## src/rtl/handoff_pkg.sv

```systemverilog
package handoff_pkg;
  typedef enum logic [1:0] {
    HCMD_NONE    = 2'd0,
    HCMD_ENABLE  = 2'd1,
    HCMD_DISABLE = 2'd2
  } host_cmd_e;
endpackage

```

## src/rtl/handoff_cmd_dec.sv

```systemverilog
module handoff_cmd_dec
  import handoff_pkg::*;
#(
  parameter int          CTL_W    = 8,
  parameter logic [CTL_W-1:0] EN_CODE  = 8'h0C,
  parameter logic [CTL_W-1:0] DIS_CODE = 8'h0D
) (
  input  logic             host_we,
  input  logic [CTL_W-1:0] host_data,
  output host_cmd_e        cmd
);
  always_comb begin
    cmd = HCMD_NONE;
    if (host_we) begin
      if (host_data == EN_CODE)       cmd = HCMD_ENABLE;
      else if (host_data == DIS_CODE) cmd = HCMD_DISABLE;
    end
  end
endmodule

```

## src/rtl/handoff_bio_reg.sv

```systemverilog
module handoff_bio_reg #(
  parameter int BIO_W   = 16,
  parameter int CLR_BIT = 15
) (
  input  logic             clk,
  input  logic             rst_n,
  input  logic             bio_we,
  input  logic [BIO_W-1:0] bio_data,
  input  logic             xfer_we,
  input  logic             xfer_arm,
  output logic             bio_active,
  output logic             exec_pending,
  output logic             wake
);
  logic bio_q, bio_d;
  logic pend_q, pend_d;
  logic zero_wr;
  logic upd_en;

  assign zero_wr = bio_we && (bio_data == '0);
  assign wake    = zero_wr && pend_q;
  assign upd_en  = bio_we || xfer_we;

  always_comb begin
    bio_d  = bio_q;
    pend_d = pend_q;
    if (bio_we && bio_data[CLR_BIT]) bio_d = 1'b0;
    if (zero_wr)                     bio_d = 1'b1;
    if (wake)                        pend_d = 1'b0;
    if (xfer_we)                     pend_d = xfer_arm;
  end

  always_ff @(posedge clk or negedge rst_n) begin
    if (!rst_n) begin
      bio_q  <= 1'b0;
      pend_q <= 1'b0;
    end else if (upd_en) begin
      bio_q  <= bio_d;
      pend_q <= pend_d;
    end
  end

  assign bio_active   = bio_q;
  assign exec_pending = pend_q;


  zero_sets_bio_chk: assert property (@(posedge clk) disable iff (!rst_n)
    zero_wr |=> bio_active);

  clr_bit_drops_bio_chk: assert property (@(posedge clk) disable iff (!rst_n)
    (bio_we && bio_data[CLR_BIT]) |=> !bio_active);

  wake_consumes_chk: assert property (@(posedge clk) disable iff (!rst_n)
    (wake && !xfer_we) |=> !exec_pending);

  bridge_load_chk: assert property (@(posedge clk) disable iff (!rst_n)
    xfer_we |=> (exec_pending == $past(xfer_arm)));
endmodule

```

## src/rtl/handoff_run_ctl.sv

```systemverilog
module handoff_run_ctl
  import handoff_pkg::*;
(
  input  logic      clk,
  input  logic      rst_n,
  input  host_cmd_e cmd,
  input  logic      wake,
  output logic      host_halt,
  output logic      cop_halt,
  output logic      cop_irq,
  output logic      cop_enabled
);
  logic en_q, en_d;
  logic irq_q, irq_d;
  logic chalt_q, chalt_d;
  logic hhalt_q, hhalt_d;
  logic upd_en;

  assign upd_en = (cmd != HCMD_NONE) || wake;

  always_comb begin
    en_d    = en_q;
    irq_d   = irq_q;
    chalt_d = chalt_q;
    hhalt_d = hhalt_q;
    if (wake) hhalt_d = 1'b0;
    case (cmd)
      HCMD_ENABLE: begin
        en_d    = 1'b1;
        irq_d   = 1'b1;
        chalt_d = 1'b0;
        hhalt_d = 1'b1;
      end
      HCMD_DISABLE: begin
        en_d    = 1'b0;
        irq_d   = 1'b0;
        chalt_d = 1'b1;
      end
      default: ;
    endcase
  end

  always_ff @(posedge clk or negedge rst_n) begin
    if (!rst_n) begin
      en_q    <= 1'b0;
      irq_q   <= 1'b0;
      chalt_q <= 1'b1;
      hhalt_q <= 1'b0;
    end else if (upd_en) begin
      en_q    <= en_d;
      irq_q   <= irq_d;
      chalt_q <= chalt_d;
      hhalt_q <= hhalt_d;
    end
  end

  assign host_halt   = hhalt_q;
  assign cop_halt    = chalt_q;
  assign cop_irq     = irq_q;
  assign cop_enabled = en_q;


  enable_halts_host_chk: assert property (@(posedge clk) disable iff (!rst_n)
    (cmd == HCMD_ENABLE) |=> (host_halt && cop_irq && !cop_halt));

  disable_keeps_host_chk: assert property (@(posedge clk) disable iff (!rst_n)
    (cmd == HCMD_DISABLE && !wake) |=> (cop_halt && !cop_irq && $stable(host_halt)));

  wake_frees_host_chk: assert property (@(posedge clk) disable iff (!rst_n)
    (wake && cmd != HCMD_ENABLE) |=> !host_halt);

  halt_irq_excl_chk: assert property (@(posedge clk) disable iff (!rst_n)
    !(cop_halt && cop_irq));
endmodule

```

## src/rtl/handoff_ctrl.sv

```systemverilog
module handoff_ctrl
  import handoff_pkg::*;
#(
  parameter int               CTL_W    = 8,
  parameter logic [CTL_W-1:0] EN_CODE  = 8'h0C,
  parameter logic [CTL_W-1:0] DIS_CODE = 8'h0D,
  parameter int               BIO_W    = 16,
  parameter int               SYNC_N   = 2
) (
  input  logic             clk,
  input  logic             rst_n,
  input  logic             host_we,
  input  logic [CTL_W-1:0] host_data,
  input  logic             bio_we,
  input  logic [BIO_W-1:0] bio_data,
  input  logic             xfer_we,
  input  logic             xfer_arm,
  output logic             host_halt,
  output logic             cop_halt,
  output logic             cop_irq,
  output logic             cop_enabled,
  output logic             bio_active,
  output logic             exec_pending
);
  localparam int CLR_BIT = BIO_W - 1;

  logic [SYNC_N-1:0] rst_sync_q;
  logic              rst_int_n;
  host_cmd_e         cmd;
  logic              wake;

  always_ff @(posedge clk or negedge rst_n) begin
    if (!rst_n) rst_sync_q <= '0;
    else        rst_sync_q <= {rst_sync_q[SYNC_N-2:0], 1'b1};
  end
  assign rst_int_n = rst_sync_q[SYNC_N-1];

  handoff_cmd_dec #(
    .CTL_W(CTL_W), .EN_CODE(EN_CODE), .DIS_CODE(DIS_CODE)
  ) dec_i (
    .host_we(host_we), .host_data(host_data), .cmd(cmd)
  );

  handoff_bio_reg #(
    .BIO_W(BIO_W), .CLR_BIT(CLR_BIT)
  ) bio_i (
    .clk(clk), .rst_n(rst_int_n), .bio_we(bio_we), .bio_data(bio_data),
    .xfer_we(xfer_we), .xfer_arm(xfer_arm), .bio_active(bio_active),
    .exec_pending(exec_pending), .wake(wake)
  );

  handoff_run_ctl run_i (
    .clk(clk), .rst_n(rst_int_n), .cmd(cmd), .wake(wake),
    .host_halt(host_halt), .cop_halt(cop_halt), .cop_irq(cop_irq),
    .cop_enabled(cop_enabled)
  );


  collide_enable_wins_chk: assert property (@(posedge clk) disable iff (!rst_int_n)
    (cmd == HCMD_ENABLE && wake) |=> host_halt);
endmodule

```

## config.mk

```make
export PLATFORM = sky130hd
export DESIGN_NAME = handoff_ctrl
export DESIGN_NICKNAME = d
export VERILOG_FILES = /design/src/rtl/handoff_pkg.sv /design/src/rtl/handoff_cmd_dec.sv /design/src/rtl/handoff_bio_reg.sv /design/src/rtl/handoff_run_ctl.sv /design/src/rtl/handoff_ctrl.sv
export SDC_FILE = /design/constraint.sdc
export NUM_CORES = 1
export LEC_CHECK = 0
export BUFFER_PORTS_ARGS = -buffer_cell sky130_fd_sc_hd__buf_2
export CAP_MARGIN = 20
export CELL_PAD_IN_SITES_DETAIL_PLACEMENT = 0
export CELL_PAD_IN_SITES_GLOBAL_PLACEMENT = 2
export CORE_MARGIN = 3
export CORE_UTILIZATION = 18
export DETAILED_ROUTE_END_ITERATION = 8
export GPL_TIMING_DRIVEN = 0
export PLACE_DENSITY_LB_ADDON = 0.3
export SLEW_MARGIN = 20
export SYNTH_ARGS = -nofsm -noshare
export SYNTH_HDL_FRONTEND = slang
export SYNTH_HIERARCHICAL = 1
export SYNTH_SLANG_ARGS = --single-unit
```

## constraint.sdc

```tcl
create_clock -name clk -period 0.8 [get_ports clk]
set_input_delay 0.04 -clock clk [delete_from_list [all_inputs] [get_ports clk]]
set_output_delay 0.04 -clock clk [all_outputs]
set_load 0.005 [all_outputs]
```

* Word level (Yosys, flattened, before mapping)
Index checks and enable logic that the tools add are counted. W data, S select, Z words.
Cells by class: mux-type cells 10, reductions and logical operators 15, eq/ne operators 4
Operators by type and width (number):
- $eq A8 B4 Y1 const B | 2
- $logic_not A16 Y1 | 1
- $reduce_bool A2 Y1 | 5
- $reduce_and A2 Y1 | 4
- $mux W2 | 3
- $mux W1 | 5
- $pmux W1 S2 | 2
- $logic_and A1 B1 Y1 | 3
- $eq A2 B1 Y1 const B | 1
- $eq A2 B2 Y1 const B | 1
- $logic_or A1 B1 Y1 | 2
Storage, ports and cells: word-level logic and storage cells 35, input bits 30, register bits 7, output and inout bits 6

* Depth between registers and ports, before layout
Gate-level depths: netlist of the first run.
depth after elaboration 7, mapped depth 6, gate-level depth less buffers 6

* Modules after synthesis
The synthesis of the first run kept the hierarchy.
By module, submodules not included:
- handoff_run_ctl | cells each 15, sequential area each 76.3 um^2, instances 1, area each 171.4 um^2
- handoff_bio_reg | cells each 18, sequential area each 50.0 um^2, instances 1, area each 148.9 um^2
- handoff_ctrl | cells each 3, sequential area each 50.0 um^2, instances 1, area each 53.8 um^2
- handoff_cmd_dec | cells each 4, sequential area each 0.0 um^2, instances 1, area each 43.8 um^2

* Worst setup path after synthesis of the first run
OpenSTA, ideal clock, no wires.
path kind input port to flip-flop, start point input port host_data[1], end point register run_i.chalt_q (netlist: run_i/cop_halt), library setup time 82 ps, cell stages on the path 5, setup slack -845 ps, required time 718 ps, path buffers 0, arrival 1563 ps, path through or4_4 -> nor4b_2 -> inv_1 -> ha_1 -> mux2_4
Between the ends: cells in the longest elaborated chain, start to end 7, elaborated cells on any way between the ends 12, those cells by class 4 x eq/ne; 4 x mux; 4 x reduce/logical
Ends and longest elaborated chain:
- from (decl) | RTL line handoff_ctrl.sv:13 | input logic [CTL_W-1:0] host_data,
- $eq A8 B4 Y1 | RTL line handoff_cmd_dec.sv:16 | else if (host_data == DIS_CODE) cmd = HCMD_DISABLE;
- $mux W2 | RTL line handoff_cmd_dec.sv:16
- $mux W2 * | RTL line handoff_cmd_dec.sv:15 | if (host_data == EN_CODE) cmd = HCMD_ENABLE;
- $mux W2 * | RTL line handoff_cmd_dec.sv:14 | if (host_we) begin
- via cmd[1] | RTL line handoff_ctrl.sv:29 | host_cmd_e cmd;
- $eq A2 B2 Y1, or another cell as far along | RTL line handoff_run_ctl.sv:27 | case (cmd)
- $reduce_bool A2 Y1 (no line) or $logic_or A1 B1 Y1 (tied branches)
- $reduce_and A2 Y1 (no line)
- to (signal assigned) | RTL line handoff_run_ctl.sv:52 | chalt_q <= chalt_d;
- to (decl) | RTL line handoff_run_ctl.sv:15 | logic chalt_q, chalt_d;
The timed path passes the listed nets; every way through them passes the cells marked *. A chain may end at the register's enable or synchronous reset.

* Worst setup path in the final report of the first run
start point input port host_data[7], end point register run_i.chalt_q (netlist: run_i/cop_halt)
Same word-level chain as after synthesis.

==> report_table.html, run 1 <==
<table>
<tr><th>Metric</th><th>Value</th></tr>
<tr><th colspan="2">Outcome</th></tr>
<tr><td>Result of the run</td><td>finished, violations left</td></tr>
<tr><td>Violated checks</td><td>negative setup slack</td></tr>
<tr><th colspan="2">Power and ir drop</th></tr>
<tr><td>Proportion of power drawn by the clock network</td><td>0.359</td></tr>
<tr><td>Leakage power of the design</td><td>0.3609 nW</td></tr>
<tr><td>Int Power</td><td>0.6747 mW</td></tr>
<tr><td>Switching power</td><td>0.2052 mW</td></tr>
<tr><td>Logic gate share of total power</td><td>0.201</td></tr>
<tr><td>Max rail drop VDD</td><td>0.001110 V</td></tr>
<tr><td>Sw Share</td><td>0.2332</td></tr>
<tr><td>Register share of total power</td><td>0.440</td></tr>
<tr><td>Power Density</td><td>1168 nW/µm²</td></tr>
<tr><th colspan="2">Placement</th></tr>
<tr><td>Post-Place Setup Slack</td><td>-0.9846 ns</td></tr>
<tr><td>Number of placed instances, taps included</td><td>102</td></tr>
<tr><td>Placed wire-length estimate</td><td>947.9 µm</td></tr>
<tr><td>Port Buffer Count</td><td>35</td></tr>
<tr><td>Gpl congestion</td><td>0.6875</td></tr>
<tr><th colspan="2">Floorplanning</th></tr>
<tr><td>Die X-Extent</td><td>54.19 µm</td></tr>
<tr><td>Die span in y</td><td>54.19 µm</td></tr>
<tr><td>Area of the die</td><td>2936 µm²</td></tr>
<tr><td>Top-level port count</td><td>36</td></tr>
<tr><td>Row count</td><td>16</td></tr>
<tr><td>Initial core utilization</td><td>0.2007</td></tr>
<tr><td>Core area</td><td>2082 µm²</td></tr>
<tr><th colspan="2">Synth</th></tr>
<tr><td>Largest cells by area after synthesis</td><td>sky130_fd_sc_hd__dfrtp_1 36%, sky130_fd_sc_hd__ha_1 9.0%, sky130_fd_sc_hd__dfstp_2 6.3%</td></tr>
<tr><td>Warnings, synthesis</td><td>6</td></tr>
<tr><td>Post-synthesis instance area</td><td>417.9 µm²</td></tr>
<tr><td>Average cell area after synthesis</td><td>10.45 µm²</td></tr>
<tr><td>Area share of the largest cell type after synthesis</td><td>0.3593</td></tr>
<tr><td>Distinct cell type count of the synthesized netlist</td><td>23</td></tr>
<tr><td>Gate count of the mapped netlist</td><td>40</td></tr>
<tr><td>Net count after synthesis</td><td>73</td></tr>
<tr><td>Library cell with the largest summed area after synthesis</td><td>sky130_fd_sc_hd__dfrtp_1</td></tr>
<tr><td>Number of synthesized register bits</td><td>7</td></tr>
<tr><td>Sequential share of the synthesized area</td><td>0.4222</td></tr>
<tr><th colspan="2">Hold path</th></tr>
<tr><td>WHS Path Cells</td><td>2</td></tr>
<tr><td>Endpoint of the worst hold path</td><td>bio_i/exec_pending$_DFFE_PN0P_</td></tr>
<tr><td>Type of the most critical hold path</td><td>in2reg</td></tr>
<tr><td>Startpoint of the worst hold path</td><td>xfer_we</td></tr>
<tr><th colspan="2">Critical path</th></tr>
<tr><td>Worst setup EP type</td><td>flop</td></tr>
<tr><td>Critical Path, Cell by Cell</td><td>buf_6, or4_4, nor4b_4, inv_2, ha_4, mux2_4</td></tr>
<tr><td>Critical path peak fanout</td><td>2</td></tr>
<tr><td>Worst R2R Path Depth</td><td>4</td></tr>
<tr><td>Worst EP required</td><td>0.98 ns</td></tr>
<tr><td>End of the worst register-to-register path</td><td>run_i/host_halt$_DFFE_PN0P_</td></tr>
<tr><td>Startpoint-to-endpoint class of the critical path</td><td>in2reg</td></tr>
<tr><td>Max stage delay on crit path</td><td>0.56 ns</td></tr>
<tr><td>Worst reg2reg setup slack</td><td>-0.31 ns</td></tr>
<tr><td>Worst flop-to-flop path startpoint</td><td>bio_i/exec_pending$_DFFE_PN0P_</td></tr>
<tr><td>Critical path arrival</td><td>1.66 ns</td></tr>
<tr><td>Critical-path cell with the highest stage delay</td><td>sky130_fd_sc_hd__or4_4</td></tr>
<tr><td>CP Launch Type</td><td>input pin</td></tr>
<tr><th colspan="2">Cells and area</th></tr>
<tr><td>Count of inserted antenna diode cells</td><td>0</td></tr>
<tr><td>Post-route non-filler standard cell count</td><td>110</td></tr>
<tr><td>Proportion of layout cells with a drive suffix above 1</td><td>0.6386</td></tr>
<tr><td>Area growth, synth to finish</td><td>80.24%</td></tr>
<tr><td>Net count of the finished layout</td><td>117</td></tr>
<tr><th colspan="2">GRT</th></tr>
<tr><td>Via count of the first global-routing pass</td><td>405</td></tr>
<tr><td>Global route total overflow</td><td>0</td></tr>
<tr><td>GRT Overall Usage</td><td>0.07763</td></tr>
<tr><td>Maximum number of pins on one net before global-route repair</td><td>6</td></tr>
<tr><td>Wire length of the first global-routing pass</td><td>1614 µm</td></tr>
<tr><td>Antenna violations before repair</td><td>0</td></tr>
<tr><th colspan="2">Timing</th></tr>
<tr><td>Final clock skew</td><td>0.008457 ns</td></tr>
<tr><td>Number of pins exceeding their max-slew limit in the final report</td><td>0</td></tr>
<tr><td>Final hold violations</td><td>0</td></tr>
<tr><td>Setup violations, final</td><td>6</td></tr>
<tr><td>Max Fclk</td><td>674.4 MHz</td></tr>
<tr><td>Post-layout worst setup margin</td><td>-0.6829 ns</td></tr>
<tr><td>Shortest clock period the worst path allows after layout</td><td>1.483 ns</td></tr>
<tr><td>Setup repair after global routing missed its margin</td><td>yes</td></tr>
<tr><td>Share of the clock period used by the worst path</td><td>1.854</td></tr>
<tr><th colspan="2">Job</th></tr>
<tr><td>Total of max-cap violations</td><td>0</td></tr>
<tr><th colspan="2">Routing</th></tr>
<tr><td>Wl on met1</td><td>443 µm</td></tr>
<tr><td>Amount of wire on met3 after detailed routing</td><td>113 µm</td></tr>
<tr><td>Initial DRC count</td><td>1</td></tr>
<tr><td>Count of unresolved DRC violations after routing</td><td>0</td></tr>
<tr><td>Uppermost routed layer</td><td>met3</td></tr>
<tr><td>DR WL met2</td><td>543 µm</td></tr>
<tr><td>Remaining antenna violation count</td><td>0</td></tr>
<tr><td>Total length of routed wires</td><td>1100 µm</td></tr>
<tr><td>DRT Pass-1 Iters</td><td>4</td></tr>
<tr><td>WL/cell</td><td>10.00 µm</td></tr>
<tr><td>Detailed-route via count</td><td>455</td></tr>
<tr><td>DR vias/cell</td><td>4.136</td></tr>
<tr><th colspan="2">Clock network</th></tr>
<tr><td>TritonCTS buffer count</td><td>3</td></tr>
<tr><td>CTS tree</td><td>done</td></tr>
<tr><td>Number of levels in the clock H-tree</td><td>1</td></tr>
<tr><td>CTS Root Buffer Type</td><td>sky130_fd_sc_hd__clkbuf_4</td></tr>
<tr><td># clock sinks</td><td>7</td></tr>
<tr><td>Latest clock arrival within the worst-skew pair</td><td>0.25 ns</td></tr>
<tr><td>Buffer levels on the longest clock path</td><td>2</td></tr>
<tr><td>Clock input transition at the sequential cells of the worst setup and hold paths</td><td>0.06 ns</td></tr>
</table>
## logic make-up after synthesis
| group | synth area share |
|---|---|
| other | 0.008973 |
| buffers and inverters | 0.05389 |
| AO/OA/AOI/OAI | 0.07784 |
| flip-flops | 0.4222 |
| multiplexers | 0.03592 |
| adder cells (fa/ha/maj) | 0.08983 |
| AND/OR/NAND/NOR | 0.3114 |
## cells in the final DEF (no fill, tap or decap), types with 2 or more instances in the layout
master	count
sky130_fd_sc_hd__buf_2	32
sky130_fd_sc_hd__buf_4	3
sky130_fd_sc_hd__buf_6	4
sky130_fd_sc_hd__clkbuf_4	3
sky130_fd_sc_hd__dfrtp_1	6
sky130_fd_sc_hd__inv_1	3
sky130_fd_sc_hd__nand2_1	3
sky130_fd_sc_hd__nor2_1	2
sky130_fd_sc_hd__nor4_1	2
sky130_fd_sc_hd__nor4_2	2
sky130_fd_sc_hd__o21ai_0	2
## power groups by stage
stage	sequential [mW]	clock (mW)	combinational [mW]
floorplan	0.391	0	0.0477
global placement	0.392	0	0.155
detailed placement	0.393	0	0.156
CTS	0.388	0.334	0.180
global route	0.389	0.365	0.193
finish	0.387	0.316	0.177
## sequential cells by signal, summed over array words and instances (netlist names)
register	count
bio_i/exec_pending	1
run_i/host_halt	1
bio_i/bio_active	1
run_i/cop_halt	1
rst_sync_q	2
run_i/cop_irq	1
## synthesized netlist by cell type
master	instances
sky130_fd_sc_hd__mux2_4	1
sky130_fd_sc_hd__nand2_1	3
sky130_fd_sc_hd__o31a_1	1
sky130_fd_sc_hd__nor4b_2	1
sky130_fd_sc_hd__dfstp_2	1
sky130_fd_sc_hd__a22o_1	1
sky130_fd_sc_hd__o21ai_0	2
sky130_fd_sc_hd__dfrtp_1	6
sky130_fd_sc_hd__a21oi_1	1
sky130_fd_sc_hd__or4_4	1
sky130_fd_sc_hd__or4_1	1
sky130_fd_sc_hd__buf_4	1
sky130_fd_sc_hd__ha_1	3
sky130_fd_sc_hd__nand3_1	1
sky130_fd_sc_hd__conb_1	1
sky130_fd_sc_hd__nand3b_1	1
sky130_fd_sc_hd__nor4_1	4
sky130_fd_sc_hd__nand2b_1	1
sky130_fd_sc_hd__nor2_1	2
sky130_fd_sc_hd__nor4_2	1
sky130_fd_sc_hd__and4bb_2	1
sky130_fd_sc_hd__inv_1	4
sky130_fd_sc_hd__nand4b_1	1
## metal layers
metal,GRT usage,vias to the layer above
met5,0,-
met4,0.01245,0
met3,0.04155,0
met2,0.1235,17
met1,0.09333,209
li1,-,229
## cell type report
cell class / count / area (µm²)
flip-flops and latches: 7 / 176.4
plain buffers: 1 / 11.26
fillers: 220 / 1329
repair buffers: 39 / 226.5
inverters: 4 / 15.01
well taps: 27 / 33.78
clock buffers: 4 / 26.28
multi-input cells: 28 / 264.0
## per-stage QoR
step	util	area, µm²	power [mW]	setup TNS [ns]	hold slack, ns
floorplan	-	462.9	0.4384	-2.103	-0.2556
finish	0.3618	753.2	0.8800	-2.207	0.06126
global route	0.3618	753.2	0.9479	-2.630	0.06744
detailed placement	0.3227	671.9	0.5493	-2.943	-0.1733
global placement	0.3227	671.9	0.5464	-2.889	-0.1748
CTS	0.3588	747.0	0.9017	-2.346	0.06343
## timing repair
action	4_1_cts	5_1_grt
hold buffers	1	0
pin swaps	5	3
setup endpoints to repair	8	9
endpoints found under the hold margin	2	0
buffers inserted	3	0
cloned	0	0
gates resized for setup	3	1
## critical path, delay by kind of cell
family,cells,cell delay (ns)
adder cells (fa/ha/maj),1,0.28
buffers and inverters,2,0.17
multiplexers,1,0.28
AND/OR/NAND/NOR,2,0.88
## how the worst max path moves through the flow
stage / slack [ns] / cells past startpoint / endpoint / startpoint
global placement: -0.96 / 6 / run_i/cop_halt$_DFFE_PN1P_ / host_data[1]
finish: -0.68 / 6 / run_i/cop_halt$_DFFE_PN1P_ / host_data[7]
detailed placement: -0.98 / 6 / run_i/cop_halt$_DFFE_PN1P_ / host_data[1]
floorplan: -0.81 / 5 / run_i/cop_halt$_DFFE_PN1P_ / host_data[1]
global route: -0.74 / 8 / run_i/cop_irq$_DFFE_PN0P_ / host_data[7]
CTS: -0.69 / 6 / run_i/cop_halt$_DFFE_PN1P_ / host_data[7]
No activity file was read; power rests on OpenSTA's default activity.
==> inputs of run 2 (changes only) <==
--- a/config.mk
+++ b/config.mk
@@ -14,6 +14,7 @@
 export DETAILED_ROUTE_END_ITERATION = 8
 export GPL_TIMING_DRIVEN = 0
 export PLACE_DENSITY_LB_ADDON = 0.3
+export SKIP_CTS_REPAIR_TIMING = 1
 export SLEW_MARGIN = 20
 export SYNTH_ARGS = -nofsm -noshare
 export SYNTH_HDL_FRONTEND = slang
==> run 2 against run 1 <==
The run still ends with negative setup slack left. Worst hold slack got worse by 0.0011 ns. Non-clock buffer count down 2. Die area unchanged. First-iteration DRC count stayed put. Count of clock-buffer cells in the layout did not move. Sequential power about the same. Fmax is 1.7% lower. Critical path type unchanged. Critical endpoint unchanged. Highest routed layer unchanged.
==> report_table.html, run 2 (synthesis results as in run 1) <==
<table>
<tr><th>Metric</th><th>Value</th></tr>
<tr><th colspan="2">Cells and area</th></tr>
<tr><td>Register containing the most flip-flops in the final layout</td><td>rst_sync_q (unchanged)</td></tr>
<tr><td>Area growth, synth to finish</td><td>78.14% (was 80.24%)</td></tr>
<tr><td>Storage cell area</td><td>176.4 µm² (unchanged)</td></tr>
<tr><td>Final standard cell area without fillers</td><td>744.5 µm² (was 753.2 µm²)</td></tr>
<tr><td>Count of inserted antenna diode cells</td><td>0 (unchanged)</td></tr>
<tr><td>Number of flip-flops in the largest register</td><td>2 (unchanged)</td></tr>
<tr><td>Proportion of layout cells with a drive suffix above 1</td><td>0.6296 (was 0.6386)</td></tr>
<tr><td>Area of the multi-input gates</td><td>264.0 µm² (unchanged)</td></tr>
<tr><td>Most used cells in the layout excluding fill and tap cells</td><td>31 x sky130_fd_sc_hd__buf_2, 6 x sky130_fd_sc_hd__dfrtp_1, 5 x sky130_fd_sc_hd__buf_6 (was 32 x sky130_fd_sc_hd__buf_2, 6 x sky130_fd_sc_hd__dfrtp_1, 4 x sky130_fd_sc_hd__buf_6)</td></tr>
<tr><td>Most common library cell in the layout ignoring fill and taps</td><td>sky130_fd_sc_hd__buf_2 (unchanged)</td></tr>
<tr><td>Net count of the finished layout</td><td>115 (was 117)</td></tr>
<tr><td>Number of fill cells</td><td>225 (was 220)</td></tr>
<tr><th colspan="2">Clock network</th></tr>
<tr><td>Buffer levels on the longest clock path</td><td>2 (unchanged)</td></tr>
<tr><td># clock sinks</td><td>7 (unchanged)</td></tr>
<tr><td>Latest clock arrival within the worst-skew pair</td><td>0.25 ns (about the same)</td></tr>
<tr><td>CTS Root Buffer Type</td><td>sky130_fd_sc_hd__clkbuf_4 (unchanged)</td></tr>
<tr><td>CTS tree</td><td>done (unchanged)</td></tr>
<tr><td>TritonCTS buffer count</td><td>3 (unchanged)</td></tr>
<tr><td>Number of levels in the clock H-tree</td><td>1 (unchanged)</td></tr>
<tr><td>Clock input transition at the sequential cells of the worst setup and hold paths</td><td>0.06 ns (about the same)</td></tr>
<tr><th colspan="2">Timing</th></tr>
<tr><td>Setup repair after global routing missed its margin</td><td>yes (unchanged)</td></tr>
<tr><td>Setup violations, final</td><td>6 (unchanged)</td></tr>
<tr><td>Number of pins exceeding their max-slew limit in the final report</td><td>0 (unchanged)</td></tr>
<tr><td>Share of the clock period used by the worst path</td><td>1.886 (was 1.854)</td></tr>
<tr><td>Final hold violations</td><td>0 (unchanged)</td></tr>
<tr><td>Post-layout worst setup margin</td><td>-0.7091 ns (was -0.6829 ns)</td></tr>
<tr><td>Max Fclk</td><td>662.6 MHz (was 674.4 MHz)</td></tr>
<tr><td>Shortest clock period the worst path allows after layout</td><td>1.509 ns (was 1.483 ns)</td></tr>
<tr><td>Final clock skew</td><td>0.008083 ns (was 0.008457 ns)</td></tr>
<tr><th colspan="2">Placement</th></tr>
<tr><td>Port Buffer Count</td><td>35 (unchanged)</td></tr>
<tr><td>Placed cell area</td><td>671.9 µm² (unchanged)</td></tr>
<tr><td>Post-Place Setup Slack</td><td>-0.9846 ns (unchanged)</td></tr>
<tr><td>Gpl congestion</td><td>0.6875 (unchanged)</td></tr>
<tr><td>Placed wire-length estimate</td><td>947.9 µm (unchanged)</td></tr>
<tr><th colspan="2">Routing</th></tr>
<tr><td>Detailed-route via count</td><td>445 (was 455)</td></tr>
<tr><td>WL/cell</td><td>10.07 µm (was 10.00 µm)</td></tr>
<tr><td>Count of unresolved DRC violations after routing</td><td>0 (unchanged)</td></tr>
<tr><td>DRT Pass-1 Iters</td><td>3 (was 4)</td></tr>
<tr><td>Total length of routed wires</td><td>1088 µm (was 1100 µm)</td></tr>
<tr><td>Remaining antenna violation count</td><td>0 (unchanged)</td></tr>
<tr><td>DR vias/cell</td><td>4.120 (was 4.136)</td></tr>
<tr><td>Initial DRC count</td><td>1 (unchanged)</td></tr>
<tr><th colspan="2">GRT</th></tr>
<tr><td>Wire length of the first global-routing pass</td><td>1538 µm (was 1614 µm)</td></tr>
<tr><td>GRT Overall Usage</td><td>0.07420 (was 0.07763)</td></tr>
<tr><td>Maximum number of pins on one net before global-route repair</td><td>6 (unchanged)</td></tr>
<tr><td>Via count of the first global-routing pass</td><td>384 (was 405)</td></tr>
<tr><td>Global route total overflow</td><td>0 (unchanged)</td></tr>
<tr><td>Antenna violations before repair</td><td>0 (unchanged)</td></tr>
<tr><th colspan="2">Floorplanning</th></tr>
<tr><td>Core area</td><td>2082 µm² (unchanged)</td></tr>
<tr><td>Top-level port count</td><td>36 (unchanged)</td></tr>
<tr><td>Row count</td><td>16 (unchanged)</td></tr>
<tr><td>Initial core utilization</td><td>0.2007 (unchanged)</td></tr>
<tr><td>Area of the die</td><td>2936 µm² (unchanged)</td></tr>
<tr><td>Die X-Extent</td><td>54.19 µm (unchanged)</td></tr>
<tr><td>Die span in y</td><td>54.19 µm (unchanged)</td></tr>
<tr><th colspan="2">Critical path</th></tr>
<tr><td>Critical path arrival</td><td>1.69 ns (was 1.66 ns)</td></tr>
<tr><td>CP Launch Type</td><td>input pin (unchanged)</td></tr>
<tr><td>Worst setup EP type</td><td>flop (unchanged)</td></tr>
<tr><td>Startpoint-to-endpoint class of the critical path</td><td>in2reg (unchanged)</td></tr>
<tr><td>Worst EP required</td><td>0.98 ns (about the same)</td></tr>
<tr><td>Critical path peak fanout</td><td>3 (was 2)</td></tr>
<tr><th colspan="2">Job</th></tr>
<tr><td>Total of max-cap violations</td><td>0 (unchanged)</td></tr>
<tr><th colspan="2">Outcome</th></tr>
<tr><td>Result of the run</td><td>finished, violations left (unchanged)</td></tr>
<tr><td>Violated checks</td><td>negative setup slack (unchanged)</td></tr>
<tr><th colspan="2">Power and ir drop</th></tr>
<tr><td>Int Power</td><td>0.6769 mW (was 0.6747 mW)</td></tr>
<tr><td>Power Density</td><td>1184 nW/µm² (was 1168 nW/µm²)</td></tr>
<tr><td>Leakage power of the design</td><td>0.3524 nW (was 0.3609 nW)</td></tr>
<tr><td>Register share of total power</td><td>0.439 (was 0.440)</td></tr>
<tr><td>Logic gate share of total power</td><td>0.203 (was 0.201)</td></tr>
<tr><td>Sw Share</td><td>0.2321 (was 0.2332)</td></tr>
<tr><td>Max rail drop VDD</td><td>0.001109 V (was 0.001110 V)</td></tr>
<tr><td>Proportion of power drawn by the clock network</td><td>0.357 (was 0.359)</td></tr>
<tr><td>Switching power</td><td>0.2046 mW (was 0.2052 mW)</td></tr>
<tr><th colspan="2">Hold path</th></tr>
<tr><td>Type of the most critical hold path</td><td>in2reg (unchanged)</td></tr>
</table>
[run 2: changes by cell type in the layout (fill, tap and decap cells not counted), sizes merged]
cell and delta:
buf -2
[run 2: layer usage]
metal / GRT usage / wire length [µm] / vias up
li1: - / - / 226
met1: 0.08833 / 457 / 202
met2: 0.1155 / 517 / 17
met3: 0.04432 / 113 / 0
met4: 0.01245 / 0 / 0
met5: 0 / 0 / -
[run 2: power by group through the flow]
stage / clock network [mW] / logic, mW / registers [mW]
2_1_floorplan: 0 / 0.0477 / 0.391
3_3_place_gp: 0 / 0.155 / 0.392
3_5_place_dp: 0 / 0.156 / 0.393
4_1_cts: 0.334 / 0.157 / 0.387
5_1_grt: 0.365 / 0.195 / 0.389
6_report: 0.315 / 0.179 / 0.387
[run 2: final cells by class]
type,instances,area share
Multi-Input combinational cell,28,0.3546
Sequential cell,7,0.2370
Tap cell,27,0.04538
Clock buffer,4,0.03529
Timing Repair Buffer,37,0.2924
Buffer,1,0.01513
Inverter,4,0.02017
[run 2: worst paths after layout]
check | start | endpoint | slack, ns | depth (start not counted)
setup / recovery | host_data[7] | run_i/cop_halt$_DFFE_PN1P_ | -0.71 | 6
hold / removal | xfer_we | bio_i/exec_pending$_DFFE_PN0P_ | 0.06 | 2
setup reg to reg | bio_i/exec_pending$_DFFE_PN0P_ | run_i/host_halt$_DFFE_PN0P_ | -0.30 | 4
hold reg to reg | rst_sync_q[1]$_DFF_PN0_ | bio_i/bio_active$_DFFE_PN0P_ | 0.07 | 0
max in group asynchronous | rst_sync_q[1]$_DFF_PN0_ | run_i/cop_halt$_DFFE_PN1P_ | 0.48 | 0
min in group asynchronous | rst_sync_q[1]$_DFF_PN0_ | bio_i/bio_active$_DFFE_PN0P_ | 0.07 | 0
[run 2: worst max-delay path: stages]
cell                      delay [ns]
sky130_fd_sc_hd__buf_6          0.09
sky130_fd_sc_hd__or4_4          0.56
sky130_fd_sc_hd__nor4b_4        0.34
sky130_fd_sc_hd__inv_2          0.09
sky130_fd_sc_hd__ha_4           0.29
sky130_fd_sc_hd__mux2_4         0.29
[run 2: through the flow]
step	setup TNS, ns	instances	hold WS (ns)	util	total power [mW]
floorplan	-2.103	40	-0.2556	-	0.4384
global placement	-2.889	102	-0.1748	0.3227	0.5464
detailed placement	-2.943	102	-0.1733	0.3227	0.5493
CTS	-2.158	106	-0.4349	0.3353	0.8775
global route	-2.637	108	0.06744	0.3576	0.9499
finish	-2.209	108	0.06014	0.3576	0.8816
==> inputs of run 3 (changes only) <==
--- a/config.mk
+++ b/config.mk
@@ -5,12 +5,13 @@
 export SDC_FILE = /design/constraint.sdc
 export NUM_CORES = 1
 export LEC_CHECK = 0
+export ABC_AREA = 1
 export BUFFER_PORTS_ARGS = -buffer_cell sky130_fd_sc_hd__buf_2
 export CAP_MARGIN = 20
 export CELL_PAD_IN_SITES_DETAIL_PLACEMENT = 0
 export CELL_PAD_IN_SITES_GLOBAL_PLACEMENT = 2
 export CORE_MARGIN = 3
-export CORE_UTILIZATION = 18
+export CORE_UTILIZATION = 16
 export DETAILED_ROUTE_END_ITERATION = 8
 export GPL_TIMING_DRIVEN = 0
 export PLACE_DENSITY_LB_ADDON = 0.3
==> constraint.sdc (replaced) <==
create_clock -name clk -period 0.8 [get_ports clk]
set_input_delay 0.04 -clock clk [delete_from_list [all_inputs] [get_ports clk]]
set_output_delay 0.04 -clock clk [all_outputs]
set_load 0.01 [all_outputs]
==> run 3 against run 2 <==
The run still ends with negative setup slack left. Utilization shrank 0.73 points. Design area grew 9.1%. Sequential share of layout area shrank 2.0 points. Fmax grew 60%. Count of clock-buffer cells in the layout is the same. Sequential power is 5.2% higher. Via count increased by 6.7%. Non-clock buffer count increased by 2. Synthesized area down 2.7%. Global-route usage down 0.85 points. Largest power group unchanged. Largest cell class unchanged.
==> report_table.html, run 3 <==
<table>
<tr><th>Metric</th><th>Value</th></tr>
<tr><th colspan="2">Outcome</th></tr>
<tr><td>Result of the run</td><td>finished, violations left (unchanged)</td></tr>
<tr><td>Violated checks</td><td>negative setup slack (unchanged)</td></tr>
<tr><th colspan="2">Synth</th></tr>
<tr><td>Distinct cell type count of the synthesized netlist</td><td>14 (was 23)</td></tr>
<tr><td>Post-synthesis instance area</td><td>406.6 µm² (was 417.9 µm²)</td></tr>
<tr><td>Number of synthesized flops with an enable pin</td><td>0 (unchanged)</td></tr>
<tr><td>Sequential share of the synthesized area</td><td>0.4338 (was 0.4222)</td></tr>
<tr><td>Warnings, synthesis</td><td>6 (unchanged)</td></tr>
<tr><td>Number of synthesized register bits</td><td>7 (unchanged)</td></tr>
<tr><td>Synth async-reset ratio</td><td>1.000 (unchanged)</td></tr>
<tr><td>Library cell with the largest summed area after synthesis</td><td>sky130_fd_sc_hd__dfrtp_1 (unchanged)</td></tr>
<tr><td>Average cell area after synthesis</td><td>7.261 µm² (was 10.45 µm²)</td></tr>
<tr><td>Largest cells by area after synthesis</td><td>sky130_fd_sc_hd__dfrtp_1 37%, sky130_fd_sc_hd__nand2_1 16%, sky130_fd_sc_hd__nor2_1 11% (was sky130_fd_sc_hd__dfrtp_1 36%, sky130_fd_sc_hd__ha_1 9.0%, sky130_fd_sc_hd__dfstp_2 6.3%)</td></tr>
<tr><td>Dominant synthesized flop cell</td><td>sky130_fd_sc_hd__dfrtp_1 (unchanged)</td></tr>
<tr><td>Area share of the largest cell type after synthesis</td><td>0.3692 (was 0.3593)</td></tr>
<tr><td>Net count after synthesis</td><td>89 (was 73)</td></tr>
<tr><td>Top post-synthesis cells by count</td><td>17 x sky130_fd_sc_hd__nand2_1, 12 x sky130_fd_sc_hd__nor2_1, 7 x sky130_fd_sc_hd__inv_1 (was 6 x sky130_fd_sc_hd__dfrtp_1, 4 x sky130_fd_sc_hd__inv_1, 4 x sky130_fd_sc_hd__nor4_1)</td></tr>
<tr><td>Leading cell type by number of instances after synthesis</td><td>sky130_fd_sc_hd__nand2_1 (was sky130_fd_sc_hd__dfrtp_1)</td></tr>
<tr><td>Gate count of the mapped netlist</td><td>56 (was 40)</td></tr>
<tr><th colspan="2">Critical path</th></tr>
<tr><td>Crit path launch</td><td>run_i/cop_halt$_DFFE_PN1P_ (was host_data[7])</td></tr>
<tr><td>Worst setup EP type</td><td>output pin (was flop)</td></tr>
<tr><td>CP Launch Type</td><td>flop (was input pin)</td></tr>
<tr><td>Startpoint-to-endpoint class of the critical path</td><td>reg2out (was in2reg)</td></tr>
<tr><td>CP Buf/Inv Count</td><td>1 (was 2)</td></tr>
<tr><td>Critical-path cell with the highest stage delay</td><td>sky130_fd_sc_hd__dfstp_2 (was sky130_fd_sc_hd__or4_4)</td></tr>
<tr><td>Worst flop-to-flop path startpoint</td><td>bio_i/exec_pending$_DFFE_PN0P_ (unchanged)</td></tr>
<tr><td>Max stage delay on crit path</td><td>0.55 ns (was 0.56 ns)</td></tr>
<tr><td>Critical Path, Cell by Cell</td><td>buf_6 (was buf_6, or4_4, nor4b_4, inv_2, ha_4, mux2_4)</td></tr>
<tr><td>Worst EP required</td><td>0.76 ns (was 0.98 ns)</td></tr>
<tr><td>Critical path arrival</td><td>0.91 ns (was 1.69 ns)</td></tr>
<tr><td>Family of cells with the greatest summed delay on the critical path</td><td>flip-flops (was simple AND/OR/NAND/NOR gates)</td></tr>
<tr><td>Critical path peak fanout</td><td>2 (was 3)</td></tr>
<tr><th colspan="2">Timing</th></tr>
<tr><td>Shortest clock period the worst path allows after layout</td><td>0.9453 ns (was 1.509 ns)</td></tr>
<tr><td>Final clock skew</td><td>0.007749 ns (was 0.008083 ns)</td></tr>
<tr><td>Post-layout worst setup margin</td><td>-0.1453 ns (was -0.7091 ns)</td></tr>
<tr><td>Setup violations, final</td><td>8 (was 6)</td></tr>
<tr><td>Final hold violations</td><td>0 (unchanged)</td></tr>
<tr><td>Number of pins exceeding their max-slew limit in the final report</td><td>0 (unchanged)</td></tr>
<tr><td>Sum Neg Setup Slack</td><td>-0.3995 ns (was -2.209 ns)</td></tr>
<tr><td>Share of the clock period used by the worst path</td><td>1.182 (was 1.886)</td></tr>
<tr><td>Max Fclk</td><td>1058 MHz (was 662.6 MHz)</td></tr>
<tr><td>Setup repair after global routing missed its margin</td><td>yes (unchanged)</td></tr>
<tr><th colspan="2">Routing</th></tr>
<tr><td>DRT Pass-1 Iters</td><td>2 (was 3)</td></tr>
<tr><td>Detailed-route via count</td><td>475 (was 445)</td></tr>
<tr><td>Remaining antenna violation count</td><td>0 (unchanged)</td></tr>
<tr><td>DR vias/cell</td><td>3.740 (was 4.120)</td></tr>
<tr><td>Initial DRC count</td><td>10 (was 1)</td></tr>
<tr><td>Count of unresolved DRC violations after routing</td><td>0 (unchanged)</td></tr>
<tr><td>WL/cell</td><td>8.528 µm (was 10.07 µm)</td></tr>
<tr><td>Total length of routed wires</td><td>1083 µm (was 1088 µm)</td></tr>
<tr><th colspan="2">GRT</th></tr>
<tr><td>Via count of the first global-routing pass</td><td>411 (was 384)</td></tr>
<tr><td>GRT Overall Usage</td><td>0.06565 (was 0.07420)</td></tr>
<tr><td>Wire length of the first global-routing pass</td><td>1614 µm (was 1538 µm)</td></tr>
<tr><td>Global route total overflow</td><td>0 (unchanged)</td></tr>
<tr><td>Antenna violations before repair</td><td>0 (unchanged)</td></tr>
<tr><td>Maximum number of pins on one net before global-route repair</td><td>6 (unchanged)</td></tr>
<tr><th colspan="2">Cells and area</th></tr>
<tr><td>Number of fill cells</td><td>248 (was 225)</td></tr>
<tr><td>Number of flip-flops in the largest register</td><td>2 (unchanged)</td></tr>
<tr><td>Register containing the most flip-flops in the final layout</td><td>rst_sync_q (unchanged)</td></tr>
<tr><td>Most common library cell in the layout ignoring fill and taps</td><td>sky130_fd_sc_hd__buf_2 (unchanged)</td></tr>
<tr><td>Proportion of layout cells with a drive suffix above 1</td><td>0.5556 (was 0.6296)</td></tr>
<tr><td>Most used cells in the layout excluding fill and tap cells</td><td>30 x sky130_fd_sc_hd__buf_2, 15 x sky130_fd_sc_hd__nand2_1, 10 x sky130_fd_sc_hd__nor2_1 (was 31 x sky130_fd_sc_hd__buf_2, 6 x sky130_fd_sc_hd__dfrtp_1, 5 x sky130_fd_sc_hd__buf_6)</td></tr>
<tr><td>Area growth, synth to finish</td><td>99.69% (was 78.14%)</td></tr>
<tr><td>Net count of the finished layout</td><td>133 (was 115)</td></tr>
<tr><td>Count of inserted antenna diode cells</td><td>0 (unchanged)</td></tr>
<tr><td>Final standard cell area without fillers</td><td>812.0 µm² (was 744.5 µm²)</td></tr>
<tr><th colspan="2">Placement</th></tr>
<tr><td>Port Buffer Count</td><td>35 (unchanged)</td></tr>
<tr><td>Placed wire-length estimate</td><td>913.6 µm (was 947.9 µm)</td></tr>
<tr><td>Placed cell area</td><td>676.9 µm² (was 671.9 µm²)</td></tr>
<tr><td>Gpl congestion</td><td>0.6884 (was 0.6875)</td></tr>
<tr><td>Post-Place Setup Slack</td><td>-0.4075 ns (was -0.9846 ns)</td></tr>
<tr><th colspan="2">Power and ir drop</th></tr>
<tr><td>Power Density</td><td>1200 nW/µm² (was 1184 nW/µm²)</td></tr>
<tr><td>Max rail drop VDD</td><td>0.0008791 V (was 0.001109 V)</td></tr>
<tr><td>Leakage power of the design</td><td>0.4548 nW (was 0.3524 nW)</td></tr>
<tr><th colspan="2">Clock network</th></tr>
<tr><td>Buffer levels on the longest clock path</td><td>2 (unchanged)</td></tr>
<tr><td>Clock input transition at the sequential cells of the worst setup and hold paths</td><td>0.05 ns (was 0.06 ns)</td></tr>
<tr><td>CTS Root Buffer Type</td><td>sky130_fd_sc_hd__clkbuf_4 (unchanged)</td></tr>
<tr><td>TritonCTS buffer count</td><td>3 (unchanged)</td></tr>
<tr><td>Latest clock arrival within the worst-skew pair</td><td>0.25 ns (about the same)</td></tr>
<tr><td>Number of levels in the clock H-tree</td><td>1 (unchanged)</td></tr>
<tr><td># clock sinks</td><td>7 (unchanged)</td></tr>
<tr><td>CTS tree</td><td>done (unchanged)</td></tr>
<tr><th colspan="2">Job</th></tr>
<tr><td>Total of max-cap violations</td><td>0 (unchanged)</td></tr>
<tr><th colspan="2">Floorplanning</th></tr>
<tr><td>Top-level port count</td><td>36 (unchanged)</td></tr>
<tr><td>Die span in y</td><td>56.42 µm (was 54.19 µm)</td></tr>
<tr><td>Die X-Extent</td><td>56.42 µm (was 54.19 µm)</td></tr>
<tr><td>Core area</td><td>2318 µm² (was 2082 µm²)</td></tr>
<tr><td>Initial core utilization</td><td>0.1754 (was 0.2007)</td></tr>
<tr><td>Area of the die</td><td>3183 µm² (was 2936 µm²)</td></tr>
<tr><td>Row count</td><td>17 (was 16)</td></tr>
<tr><th colspan="2">Hold path</th></tr>
<tr><td>Startpoint of the worst hold path</td><td>xfer_we (unchanged)</td></tr>
<tr><td>Type of the most critical hold path</td><td>in2reg (unchanged)</td></tr>
</table>
run 3: layout make-up:
class,count,area [µm²],share of cell area
buffer,1,11.26,0.01387
inverter,7,38.79,0.04777
multi-input combinational,41,282.8,0.3482
clock buffer,4,26.28,0.03236
timing repair buffer,39,241.5,0.2974
tap,28,35.03,0.04314
sequential,7,176.4,0.2173
run 3: metrics by stage:
stage                     hold slack, ns  instances  power (mW)    util
after detailed placement         -0.1731        119      0.6022  0.2920
final                           0.001545        127      0.9743  0.3502
after CTS                        -0.4408        123      0.9344  0.3033
after global routing            0.004687        127       1.055  0.3502
after global placement           -0.1749        119      0.5965  0.2920
after floorplan                  -0.2556         56      0.4831       -
run 3: metal layers:
layer | share of wire | GRT usage | vias up
li1 | - | - | 254
met1 | 0.40 | 0.07810 | 202
met2 | 0.51 | 0.09850 | 19
met3 | 0.094 | 0.04598 | 0
met4 | 0 | 0.01017 | 0
met5 | 0 | 0 | -
run 3: kinds of logic after synthesis:
logic type	Yosys count	synth area share
buffers and inverters	8	0.08310
AND/OR/NAND/NOR	35	0.3508
adder cells (fa/ha/maj)	3	0.09232
flip-flops	7	0.4338
other	1	0.009222
AO/OA/AOI/OAI	2	0.03076
run 3: path summary, 6_finish.rpt:
kind,slack [ns],depth (start not counted),end
worst max-delay path,-0.15,1,cop_halt
worst min-delay path,0.002,3,bio_i/exec_pending$_DFFE_PN0P_
worst max register to register,0.02,6,run_i/host_halt$_DFFE_PN0P_
worst min register to register,0.06,0,bio_i/exec_pending$_DFFE_PN0P_
max in group asynchronous,0.49,0,run_i/cop_halt$_DFFE_PN1P_
min in group asynchronous,0.06,0,bio_i/exec_pending$_DFFE_PN0P_
run 3: power by group:
group	internal, mW	total, mW	leakage [nW]	switching, mW
Sequential	0.385	0.407	0.0872	0.0211
Combinational	0.147	0.247	0.353	0.100
Clock	0.190	0.321	0.0150	0.130
Total	0.723	0.974	0.455	0.251
